`src/rtl/rwa_pkg.sv`:
```
package rwa_pkg;
  typedef enum logic [1:0] {
    DRAIN_NONE = 2'b00,
    DRAIN_RSVD = 2'b01,
    DRAIN_VEC  = 2'b10,
    DRAIN_GFX  = 2'b11
  } drain_e;

  function automatic logic drain_is_ring(input drain_e d);
    return (d == DRAIN_VEC) || (d == DRAIN_GFX);
  endfunction
endpackage

```
`src/rtl/rwa_addr_unit.sv`:
```
module rwa_addr_unit #(
  parameter int ADDR_W = 32,
  parameter int QWC_W  = 16
) (
  input  logic              clk_i,
  input  logic              rst_ni,
  input  logic              load_i,
  input  logic [ADDR_W-1:0] load_mem_i,
  input  logic [ADDR_W-1:0] load_spad_i,
  input  logic              ring_i,
  input  logic [ADDR_W-1:0] base_i,
  input  logic [ADDR_W-1:0] mask_i,
  input  logic              burst_i,
  input  logic [QWC_W-1:0]  qwc_i,
  input  logic              rewrap_i,
  output logic [ADDR_W-1:0] wr_addr_o,
  output logic [ADDR_W-1:0] spad_addr_o,
  output logic              oow_o,
  output logic              in_win_o
);
  localparam int QW_SHIFT = 4;

  logic [ADDR_W-1:0] wr_q, spad_q, step, lin_next, ring_next, rewrap_val;
  logic              oow_q;

  assign step       = ADDR_W'(qwc_i) << QW_SHIFT;
  assign lin_next   = wr_q + step;
  assign ring_next  = base_i + (lin_next & mask_i);
  assign rewrap_val = base_i + (wr_q & mask_i);
  assign in_win_o   = ((wr_q & ~mask_i) == base_i);

  always_ff @(posedge clk_i or negedge rst_ni) begin
    if (!rst_ni) begin
      wr_q   <= '0;
      spad_q <= '0;
      oow_q  <= 1'b0;
    end else if (load_i) begin
      wr_q   <= load_mem_i;
      spad_q <= load_spad_i;
      oow_q  <= 1'b0;
    end else if (burst_i) begin
      wr_q   <= ring_i ? ring_next : lin_next;
      spad_q <= spad_q + step;
      oow_q  <= ring_i & ~in_win_o;
    end else if (rewrap_i) begin
      wr_q   <= rewrap_val;
    end
  end

  assign wr_addr_o   = wr_q;
  assign spad_addr_o = spad_q;
  assign oow_o       = oow_q;
endmodule

```
`src/rtl/rwa_count_acc.sv`:
```
module rwa_count_acc #(
  parameter int CNT_W = 24,
  parameter int QWC_W = 16
) (
  input  logic             clk_i,
  input  logic             rst_ni,
  input  logic             clear_i,
  input  logic             add_i,
  input  logic [QWC_W-1:0] qwc_i,
  output logic [CNT_W-1:0] cnt_o
);
  localparam logic [CNT_W-1:0] CNT_MAX = {CNT_W{1'b1}};

  logic [CNT_W-1:0] cnt_q;
  logic [CNT_W:0]   sum;

  assign sum = {1'b0, cnt_q} + (CNT_W+1)'(qwc_i);

  always_ff @(posedge clk_i or negedge rst_ni) begin
    if (!rst_ni)      cnt_q <= '0;
    else if (clear_i) cnt_q <= '0;
    else if (add_i)   cnt_q <= sum[CNT_W] ? CNT_MAX : sum[CNT_W-1:0];
  end

  assign cnt_o = cnt_q;
endmodule

```
`src/rtl/rwa_handoff_ctl.sv`:
```
module rwa_handoff_ctl #(
  parameter int CNT_W = 24
) (
  input  logic             clk_i,
  input  logic             rst_ni,
  input  logic             done_i,
  input  logic             ring_i,
  input  logic             sel_gfx_i,
  input  logic [CNT_W-1:0] cnt_i,
  input  logic             cons_active_i,
  output logic             rewrap_o,
  output logic             handoff_o,
  output logic             handoff_sel_o,
  output logic [CNT_W-1:0] handoff_cnt_o,
  output logic             finish_o
);
  logic             fire;
  logic             handoff_q, sel_q, finish_q;
  logic [CNT_W-1:0] hcnt_q;

  assign fire     = done_i & ring_i & (cnt_i != '0);
  assign rewrap_o = fire;

  always_ff @(posedge clk_i or negedge rst_ni) begin
    if (!rst_ni) begin
      handoff_q <= 1'b0;
      sel_q     <= 1'b0;
      hcnt_q    <= '0;
      finish_q  <= 1'b0;
    end else begin
      handoff_q <= fire;
      finish_q  <= done_i & ~(fire & cons_active_i);
      if (fire) begin
        sel_q  <= sel_gfx_i;
        hcnt_q <= cnt_i;
      end
    end
  end

  assign handoff_o     = handoff_q;
  assign handoff_sel_o = sel_q;
  assign handoff_cnt_o = hcnt_q;
  assign finish_o      = finish_q;
endmodule

```
`src/rtl/ring_dma_waddr.sv`:
```
module ring_dma_waddr #(
  parameter int ADDR_W = 32,
  parameter int QWC_W  = 16,
  parameter int CNT_W  = 24,
  parameter int BIAS   = 2,
  parameter int COST_W = QWC_W + $clog2(BIAS) + 1
) (
  input  logic              clk_i,
  input  logic              rst_ni,
  input  logic              cfg_load_i,
  input  logic [ADDR_W-1:0] cfg_mem_addr_i,
  input  logic [ADDR_W-1:0] cfg_spad_addr_i,
  input  logic [1:0]        drain_sel_i,
  input  logic [ADDR_W-1:0] ring_base_i,
  input  logic [ADDR_W-1:0] ring_mask_i,
  input  logic              burst_valid_i,
  input  logic [QWC_W-1:0]  burst_qwc_i,
  input  logic              chan_done_i,
  input  logic              cons_active_i,
  output logic [ADDR_W-1:0] wr_addr_o,
  output logic [ADDR_W-1:0] spad_addr_o,
  output logic              oow_o,
  output logic [COST_W-1:0] burst_cost_o,
  output logic [CNT_W-1:0]  xfer_cnt_o,
  output logic              handoff_o,
  output logic              handoff_sel_o,
  output logic [CNT_W-1:0]  handoff_cnt_o,
  output logic              chan_clr_o,
  output logic              irq_o
);
  import rwa_pkg::*;

  localparam bit BIAS_POW2 = ((BIAS & (BIAS - 1)) == 0);
  localparam int BIAS_SH   = $clog2(BIAS);

  drain_e            drain;
  logic              ring, sel_gfx, burst_eff, done_eff, in_win, rewrap, finish;
  logic [COST_W-1:0] cost_c, cost_q;

  assign drain     = drain_e'(drain_sel_i);
  assign ring      = drain_is_ring(drain);
  assign sel_gfx   = (drain == DRAIN_GFX);
  assign burst_eff = burst_valid_i & ~cfg_load_i;
  // completion only honoured in a quiet cycle
  assign done_eff  = chan_done_i & ~burst_valid_i & ~cfg_load_i;

  rwa_addr_unit #(.ADDR_W(ADDR_W), .QWC_W(QWC_W)) i_addr (
    .clk_i, .rst_ni,
    .load_i      (cfg_load_i),
    .load_mem_i  (cfg_mem_addr_i),
    .load_spad_i (cfg_spad_addr_i),
    .ring_i      (ring),
    .base_i      (ring_base_i),
    .mask_i      (ring_mask_i),
    .burst_i     (burst_eff),
    .qwc_i       (burst_qwc_i),
    .rewrap_i    (rewrap),
    .wr_addr_o   (wr_addr_o),
    .spad_addr_o (spad_addr_o),
    .oow_o       (oow_o),
    .in_win_o    (in_win)
  );

  rwa_count_acc #(.CNT_W(CNT_W), .QWC_W(QWC_W)) i_acc (
    .clk_i, .rst_ni,
    .clear_i (cfg_load_i | rewrap),
    .add_i   (burst_eff & ring & in_win),
    .qwc_i   (burst_qwc_i),
    .cnt_o   (xfer_cnt_o)
  );

  rwa_handoff_ctl #(.CNT_W(CNT_W)) i_hoff (
    .clk_i, .rst_ni,
    .done_i        (done_eff),
    .ring_i        (ring),
    .sel_gfx_i     (sel_gfx),
    .cnt_i         (xfer_cnt_o),
    .cons_active_i (cons_active_i),
    .rewrap_o      (rewrap),
    .handoff_o     (handoff_o),
    .handoff_sel_o (handoff_sel_o),
    .handoff_cnt_o (handoff_cnt_o),
    .finish_o      (finish)
  );

  generate
    if (BIAS_POW2) begin : g_cost_shift
      assign cost_c = COST_W'(burst_qwc_i) << BIAS_SH;
    end else begin : g_cost_mul
      assign cost_c = COST_W'(burst_qwc_i) * COST_W'(BIAS);
    end
  endgenerate

  always_ff @(posedge clk_i or negedge rst_ni) begin
    if (!rst_ni)        cost_q <= '0;
    else if (burst_eff) cost_q <= cost_c;
  end

  assign burst_cost_o = cost_q;
  assign chan_clr_o   = finish;
  assign irq_o        = finish;
endmodule

```
`config.mk`:
```
export PLATFORM = sky130hd
export DESIGN_NAME = ring_dma_waddr
export DESIGN_NICKNAME = d
export VERILOG_FILES = /design/src/rtl/rwa_pkg.sv /design/src/rtl/rwa_addr_unit.sv /design/src/rtl/rwa_count_acc.sv /design/src/rtl/rwa_handoff_ctl.sv /design/src/rtl/ring_dma_waddr.sv
export SDC_FILE = /design/constraint.sdc
export NUM_CORES = 1
export LEC_CHECK = 0
export BUFFER_PORTS_ARGS = -buffer_cell sky130_fd_sc_hd__buf_2
export CORE_MARGIN = 4
export CORE_UTILIZATION = 40
export CTS_BUF_LIST = sky130_fd_sc_hd__clkbuf_16
export CTS_CLUSTER_DIAMETER = 30
export DETAILED_ROUTE_END_ITERATION = 10
export HOLD_SLACK_MARGIN = 0.06
export PLACE_DENSITY = 0.63
export SYNTH_ARGS = -nofsm -noshare
export SYNTH_HDL_FRONTEND = slang
export SYNTH_SLANG_ARGS = --single-unit
```
`constraint.sdc`:
```
create_clock -name clk_i -period 6.2 [get_ports clk_i]
set_input_delay 1.24 -clock clk_i [delete_from_list [all_inputs] [get_ports clk_i]]
set_output_delay 1.24 -clock clk_i [all_outputs]
set_load 0.1 [all_outputs]
```
==> results.cfg, run 1 <==
[run_status]
status = finished clean

[floorplan]
rows = 63
die_area_sq_mm = 0.03361
io_pins = 287
fp.dieW_um = 183.3
core_sq_mm = 0.02995
start_util = 0.4105
dieHeight_um = 183.3

[pwr]
ir_worst_vdd_uv = 198.6
internal-power_uw = 2311
p_switching_uw = 2111
cellLeakagePower_uw = 0.007201
p_seq_frac = 0.241
p_comb_frac = 0.518
total_power_uw = 4421
clockPowerShare = 0.241
swShare = 0.4774
powerDensity_mw_per_mm2 = 300.2

[finish]
fin_util = 0.4917
drive_gt1_frac = 0.1980
seq_area_sq_mm = 0.003303
final_nets = 2047
n_fill_cell = 2983
final_common_cell = buf_2
layout_common_cells = buf_2 (282), nand2_1 (209), dfrtp_1 (132), a21oi_1 (112), ha_1 (106)
area.growth.synth_to_final_pct = 19.79
multi_input_area_sq_mm = 0.008657

[synth]
async_flop_share = 1.000
synthCells = 1519
synth_edf_count = 0
synthFlopType = dfrtp_1
yosys_register_bits = 132
avgSynthCellArea_sq_um = 8.094
synth.distinct_cells = 79
ys_warn_count = 0
syn_area_sq_mm = 0.01230
ys_seq_area_frac = 0.2686

[drt]
vias_per_cell = 5.735
drt-total-wl_um = 43710
drtPass1Iterations = 5
antenna_left = 0
drtIter0Drc = 787
remaining_drc_errors = 0
num_vias = 12560
routedWlPerCell_um = 19.97

[sta]
tightest_slew_ns = 1.078
rsz0062_at_grt = no
slew_viol_final = 0
finalCritPeriodShare = 0.9207
finalHoldViolations = 0
finClkSkew_ns = 0.009561
max-slew-margin-rel = 0.2798
setup_viol = 0
post-route-min-period_ns = 5.708
max_freq_mhz = 175.2
tns_ns = 0

[worst_setup_path]
crit_path_max_fanout = 5
crit_type = input pin to flop
cp-end-kind = flop
reg2reg_slack_ns = 1.01
r2r_end = i_addr.wr_addr_o[29]
cp_common_cell = ha_1
reg2reg_from = i_addr.wr_addr_o[4]
critPathLaunchType = input pin
arrival_ns = 5.98
r2r_cells = 21
startpoint = burst_qwc_i[0]
worstPathCellList = buf_2, ha_1, fa_1, a211oi_2, o21ai_1, and3b_1, o31a_1, o41a_1, and3_1, xnor2_1, nor2b_1, ha_1, a21o_1, a211o_1, and4_1, a21oi_1, o31ai_2, nor2_1, o31ai_1, xor2_1, a221oi_1, a211oi_1
max_stage_delay_ns = 0.44
cpMaxStageDelayCell = fa_1
worstPathRequired_ns = 6.47

[clock_network]
root_buffer = clkbuf_16
cts.sinks = 132
insertion_delay_ns = 0.43
postCtsSetupBuffers = 0
numCtsBuffers = 17
cts_hold_buf = 0
cts.repair.resized = 0
clk_path_buf_depth = 2
cts_tree = yes
htreeDepth = 4
clkTransAtPathRegs_ns = 0.07

[global_route]
antenna_found_initial = 1
grt_use_met3 = 0.04304
grt-busiest-layer = met2
track_usage = 0.2509
overflow = 0
grt_use_met2 = 0.4066
grt_pass1_wl_um = 66490
grt_pass1_vias = 12040
use_met1 = 0.3470
grt_max_degree = 87

[worst_hold_path]
min_from = i_hoff.handoff_cnt_o[0]
hold_end = i_hoff.handoff_cnt_o[0]
worstHoldPathCells = 2
hold_class = flop to flop

[place]
finalWeightedCongestion = 0.9283
portBuffers = 284
dp.final_hpwl_um = 34080

[run]
max-cap-violations = 0
==> worst max-delay path by stage <==
stage,end,slack [ns]
final,i_addr.wr_addr_o[29],0.49
after floorplan,i_addr.wr_addr_o[29],0.66
after global routing,i_addr.wr_addr_o[31],0.19
after global placement,i_addr.wr_addr_o[31],0.20
after detailed placement,i_addr.wr_addr_o[29],0.10
after CTS,i_addr.wr_addr_o[29],0.55
==> power by group through the flow <==
stage / Sequential, uW / Combinational, uW / Clock, uW
CTS: 1060 / 2280 / 1080
global route: 1070 / 2470 / 1120
detailed placement: 1070 / 2270 / 0
floorplan: 1650 / 1170 / 0
global placement: 1070 / 2250 / 0
finish: 1060 / 2290 / 1070
==> synthesized netlist by cell type, types with 6 or more instances <==
cell type	number	area share
o311ai_1	6	0.0043
o211ai_1	22	0.013
a21oi_1	112	0.046
o21ai_1	34	0.014
o21ai_0	70	0.028
o21a_1	14	0.0085
nand2b_1	16	0.0081
dfrtp_1	132	0.27
nor3b_1	8	0.0049
nor2_1	105	0.032
nor4_1	10	0.0051
nand3_1	43	0.018
and2_1	60	0.031
o21bai_1	13	0.0079
o22ai_1	7	0.0036
inv_1	35	0.011
and3_1	19	0.0097
a21o_1	46	0.028
clkbuf_1	41	0.013
mux2_2	9	0.0082
mux2i_1	19	0.015
ha_1	106	0.11
or3_1	7	0.0036
xor2_1	36	0.026
xnor2_1	104	0.074
a31oi_1	10	0.0051
nor3_1	18	0.0073
a211oi_1	17	0.010
a221oi_1	11	0.0078
nand4_1	18	0.0092
o31ai_1	7	0.0043
nand2_1	209	0.064
nor2b_1	48	0.024
==> layer usage <==
layer  share of wire  vias up
li1                -     6032
met1            0.45     5961
met3           0.075       54
met2            0.45      508
met5               0        -
met4           0.024        0
==> registers in the layout (all words and copies together), names as in the netlist <==
name / cells
i_hoff.handoff_cnt_o: 24
i_addr.spad_addr_o: 32
i_hoff.finish_o: 1
i_hoff.handoff_o: 1
burst_cost_o: 16
i_hoff.handoff_sel_o: 1
i_addr.wr_addr_o: 32
i_addr.oow_o: 1
i_acc.cnt_o: 24
==> critical path: cells and delay by family <==
| kind | cells | cell delay [ns] |
|---|---|---|
| simple gates | 5 | 0.89 |
| buf+inv | 1 | 0.14 |
| xor+xnor | 2 | 0.34 |
| fa+ha+maj | 3 | 1.03 |
| compound gates | 11 | 2.34 |
==> stage by stage <==
step | cells | cell area, sq um | worst slack (ns) | hold WS [ns]
after global routing | 2188 | 14730 | 0.1865 | 0.4882
after floorplan | 1520 | 12300 | 0.6629 | 0.9444
final | 2189 | 14730 | 0.4919 | 0.4705
after CTS | 2188 | 14730 | 0.5511 | 0.4727
after detailed placement | 2156 | 14120 | 0.1048 | 0.4573
after global placement | 2156 | 14120 | 0.1958 | 0.4520
==> cell families (layout without fill, tap and decap cells) <==
family / after synthesis / after routing / share of synthesized area
AND/OR/NAND/NOR: 582 / 582 / 0.2303
AO/OA/AOI/OAI: 438 / 438 / 0.2348
XOR/XNOR: 140 / 140 / 0.09972
flip-flops: 132 / 132 / 0.2686
adder cells (fa/ha/maj): 110 / 110 / 0.1144
buffers and inverters: 88 / 366 / 0.02819
multiplexers: 28 / 28 / 0.02371
other: 1 / 3 / 0.0003050
==> layout make-up <==
type | count | share of cell area
multi-input combinational | 1300 | 0.5878
sequential | 132 | 0.2243
timing repair buffer | 298 | 0.1042
tap | 390 | 0.03313
clock buffer | 17 | 0.02888
clock inverter | 15 | 0.01240
inverter | 36 | 0.009174
antenna | 1 | 0.0001699
No activity file was read; power rests on OpenSTA's default activity.
==> run 2, diff against run 1 <==
- PLACE_DENSITY: 0.63 -> unset
==> results.cfg, run 2 (synthesized netlist as in run 1, its figures left out) <==
[finish]
area.growth.synth_to_final_pct = 19.44
n_antenna_cell = 0
final_common_cell = buf_2
layout_common_cells = buf_2 (282), nand2_1 (209), dfrtp_1 (132), a21oi_1 (112), ha_1 (106)
n_fill_cell = 2989
final_nets = 2047
multi_input_area_sq_mm = 0.008652
seq_area_sq_mm = 0.003303
drive_gt1_frac = 0.1974

[drt]
antenna_left = 0
drt-total-wl_um = 43250
remaining_drc_errors = 0
num_vias = 12430
drtIter0Drc = 814
drtPass1Iterations = 5
routedWlPerCell_um = 19.77
vias_per_cell = 5.682

[run]
max-cap-violations = 0

[clock_network]
root_buffer = clkbuf_16
clkTransAtPathRegs_ns = 0.07
cts_tree = yes
cts_hold_buf = 0
cts.sinks = 132
cts.repair.resized = 0
numCtsBuffers = 17
clk_path_buf_depth = 2
htreeDepth = 4
postCtsSetupBuffers = 0
insertion_delay_ns = 0.43

[sta]
setup_ws_ns = 0.4023
max_freq_mhz = 172.5
tightest_slew_ns = 1.121
max-slew-margin-rel = 0.2509
post-route-min-period_ns = 5.798
setup_viol = 0
finalHoldViolations = 0
slew_viol_final = 0
tns_ns = 0
rsz0062_at_grt = no
finClkSkew_ns = 0.01131
finalCritPeriodShare = 0.9351

[worst_setup_path]
cpMaxStageDelayCell = fa_1
startpoint = burst_qwc_i[0]
arrival_ns = 6.08
max_stage_delay_ns = 0.44
r2r_end = i_addr.wr_addr_o[29]
worstPathCellList = buf_2, ha_1, fa_1, a211oi_2, o21ai_1, and3b_1, o31a_1, o41a_1, and3_1, xnor2_1, nor2b_1, ha_1, a21o_1, a211o_1, and4_1, a21oi_1, o31ai_2, nor2_1, o31ai_1, xor2_1, a221oi_1, a211oi_1
r2r_cells = 21
crit_end = i_addr.wr_addr_o[29]
reg2reg_slack_ns = 0.89
crit_type = input pin to flop
reg2reg_from = i_addr.wr_addr_o[4]
critPathLaunchType = input pin
cp-end-kind = flop
crit_path_max_fanout = 5
cp_common_cell = ha_1
worstPathRequired_ns = 6.48

[place]
dp.final_hpwl_um = 33760
place_ws_ns = 0.04970
portBuffers = 284
finalWeightedCongestion = 0.9649

[pwr]
powerDensity_mw_per_mm2 = 298.7
cellLeakagePower_uw = 0.007173
ir_worst_vdd_uv = 187.1

[floorplan]
fp.dieW_um = 183.3
io_pins = 287
core_sq_mm = 0.02995
die_area_sq_mm = 0.03361
dieHeight_um = 183.3
rows = 63
start_util = 0.4105

[global_route]
overflow = 0
grt_pass1_wl_um = 65920
track_usage = 0.2488
antenna_found_initial = 0
grt_max_degree = 90
grt_pass1_vias = 11710

[run_status]
status = finished clean

[worst_hold_path]
hold_class = flop to flop
## run 2: cell types whose count changed in the layout (fill, tap and decap cells not counted)
| cell | delta |
|---|---|
| bufinv_16 | -2 |
| clkinv_4 | -4 |
| clkinvlp_4 | +3 |
| nand3_1 | +1 |
| inv_6 | +4 |
| diode_2 | -1 |
| clkinv_2 | -2 |
| nand3_2 | -1 |
| inv_8 | +1 |
## run 2: routing by layer
layer,track usage,up-vias,share of wire
met3,0.03590,47,0.068
met2,0.3998,477,0.45
li1,-,6030,-
met5,0,-,0
met4,0.05155,0,0.017
met1,0.3585,5878,0.47
## run 2: power by group
part           internal, uW  leakage [uW]  switching, uW
clock                   564      0.000269            470
sequential              944       0.00169            115
combinational           728       0.00522           1570
## run 2: worst min-delay path by stage
stage	start	end	slack, ns	cells past startpoint
finish	i_hoff.handoff_cnt_o[14]	i_hoff.handoff_cnt_o[14]	0.47	2
global route	burst_cost_o[5]	burst_cost_o[5]	0.49	2
CTS	i_hoff.handoff_sel_o	i_hoff.handoff_sel_o	0.47	2
detailed placement	i_hoff.handoff_sel_o	i_hoff.handoff_sel_o	0.46	2
global placement	burst_cost_o[8]	burst_cost_o[8]	0.45	2
floorplan	rst_ni	burst_cost_o[10]	0.94	0
## run 2: worst max-delay path, delay by kind of cell
kind            cells  cell delay [ns]
simple gates        5             0.92
xor+xnor            2             0.35
fa+ha+maj           3             1.02
buf+inv             1             0.13
compound gates     11             2.42
## run 2: cell type report
cell class,count,area share
inverters,36,0.009202
clock inverters,15,0.009968
clock buffers,17,0.02897
multi-input cells,1300,0.5892
repair buffers,298,0.1045
well taps,390,0.03323
flip-flops and latches,132,0.2249
## run 2: stage by stage
stage	util	total power, uW	cells	hold slack, ns	area, sq um
finish	0.4903	4387	2188	0.4682	14690
global route	0.4903	4631	2188	0.4932	14690
CTS	0.4903	4386	2188	0.4734	14690
detailed placement	0.4712	3336	2156	0.4571	14110
global placement	0.4712	3319	2156	0.4519	14110
floorplan	-	2814	1520	0.9444	12300
==> run 3, diff against run 2 <==
- CELL_PAD_IN_SITES_DETAIL_PLACEMENT: unset -> 0
- CELL_PAD_IN_SITES_GLOBAL_PLACEMENT: unset -> 1
- PLACE_DENSITY_LB_ADDON: unset -> 0.1
==> results.cfg, run 3 (synthesized netlist as in run 1, its figures left out) <==
[floorplan]
dieHeight_um = 183.3
start_util = 0.4105
core_sq_mm = 0.02995
fp.dieW_um = 183.3
io_pins = 287
rows = 63
die_area_sq_mm = 0.03361

[pwr]
cellLeakagePower_uw = 0.007226
ir_worst_vdd_uv = 188.2
p_seq_frac = 0.236
powerDensity_mw_per_mm2 = 303.5
clockPowerShare = 0.250
p_switching_uw = 2131
p_comb_frac = 0.514
internal-power_uw = 2355
swShare = 0.4750

[clock_network]
clkTransAtPathRegs_ns = 0.06
numCtsBuffers = 17
htreeDepth = 4
cts.sinks = 132
cts_tree = yes
cts.repair.resized = 0
root_buffer = clkbuf_16
insertion_delay_ns = 0.44
postCtsSetupBuffers = 0
cts_hold_buf = 0
clk_path_buf_depth = 2

[drt]
vias_per_cell = 5.628
drtIter0Drc = 674
antenna_left = 0
remaining_drc_errors = 0
routedWlPerCell_um = 20.12
num_vias = 12350
drtPass1Iterations = 4
drt-total-wl_um = 44150

[worst_hold_path]
hold_class = flop to flop
worstHoldPathCells = 2

[global_route]
antenna_found_initial = 3
grt_pass1_wl_um = 66950
grt_pass1_vias = 11940
grt_max_degree = 93
overflow = 0
track_usage = 0.2535

[sta]
finalHoldViolations = 0
finClkSkew_ns = 0.01557
tightest_slew_ns = 1.103
setup_ws_ns = 0.5465
post-route-min-period_ns = 5.654
finalCritPeriodShare = 0.9119
max_freq_mhz = 176.9
rsz0062_at_grt = no
setup_viol = 0
max-slew-margin-rel = 0.2628
tns_ns = 0
slew_viol_final = 0

[worst_setup_path]
reg2reg_slack_ns = 1.04
crit_type = input pin to flop
r2r_cells = 21
cp-end-kind = flop
critPathLaunchType = input pin
crit_path_max_fanout = 5
arrival_ns = 5.97
worstPathRequired_ns = 6.51

[finish]
fin_cells = 2194
final_nets = 2050
final_common_cell = buf_2
area.growth.synth_to_final_pct = 20.20
drive_gt1_frac = 0.1993
layout_common_cells = buf_2 (282), nand2_1 (209), dfrtp_1 (132), a21oi_1 (112), ha_1 (106)

[run]
max-cap-violations = 0

[place]
portBuffers = 284
dp.final_hpwl_um = 34600
finalWeightedCongestion = 0.9499
place_ws_ns = 0.1564
dpl.cell_count = 2159

[run_status]
status = finished clean
[run 3: layout make-up]
type / instances / area (sq um)
clock inverters: 15 / 205.2
flip-flops and latches: 132 / 3303
fillers: 2973 / 15170
clock buffers: 17 / 425.4
repair buffers: 301 / 1558
inverters: 36 / 135.1
well taps: 390 / 488.0
diodes: 3 / 7.507
multi-input cells: 1300 / 8657
[run 3: power by group through the flow]
| stage | logic (uW) | clock network (uW) | registers, uW |
|---|---|---|---|
| floorplan | 1170 | 0 | 1650 |
| global placement | 2270 | 0 | 1070 |
| detailed placement | 2280 | 0 | 1070 |
| CTS | 2290 | 1140 | 1060 |
| global route | 2480 | 1180 | 1070 |
| finish | 2300 | 1120 | 1060 |
[run 3: layer usage]
layer | share of wire | vias up | track usage | routed length, um
met3 | 0.065 | 53 | 0.04463 | 2851
met1 | 0.45 | 5829 | 0.3499 | 20040
li1 | - | 6039 | - | -
met2 | 0.45 | 427 | 0.4043 | 20080
met4 | 0.027 | 0 | 0.08284 | 1172
met5 | 0 | - | 0 | 0
[run 3: critical path: stages]
cell      delay [ns]
buf_2           0.14
ha_1            0.25
fa_1            0.44
a211oi_2        0.24
o21ai_1         0.13
and3b_1         0.23
o31a_1          0.34
o41a_1          0.35
and3_1          0.20
xnor2_1         0.19
nor2b_1         0.07
ha_1            0.34
a21o_1          0.19
a211o_1         0.29
and4_1          0.20
a21oi_1         0.14
o31ai_2         0.10
o211ai_1        0.27
o21ai_1         0.14
a21oi_1         0.22
nand3b_1        0.09
nor3b_1         0.14
[run 3: final timing paths]
path,from,end
max,burst_qwc_i[0],i_addr.wr_addr_o[31]
min,i_hoff.handoff_cnt_o[13],i_hoff.handoff_cnt_o[13]
max reg2reg,i_addr.wr_addr_o[4],i_addr.wr_addr_o[31]
min reg2reg,i_hoff.handoff_cnt_o[13],i_hoff.handoff_cnt_o[13]
max in group asynchronous,rst_ni,i_addr.spad_addr_o[12]
min in group asynchronous,rst_ni,i_hoff.handoff_cnt_o[2]
[run 3: metrics by stage]
step | utilization | instance area, sq um | hold WS, ns | power, uW
3_3_place_gp | 0.4721 | 14140 | 0.4521 | 3336
4_1_cts | 0.4932 | 14770 | 0.4735 | 4487
3_5_place_dp | 0.4721 | 14140 | 0.4576 | 3348
5_1_grt | 0.4934 | 14780 | 0.4886 | 4729
6_report | 0.4934 | 14780 | 0.4691 | 4486
2_1_floorplan | - | 12300 | 0.9444 | 2814
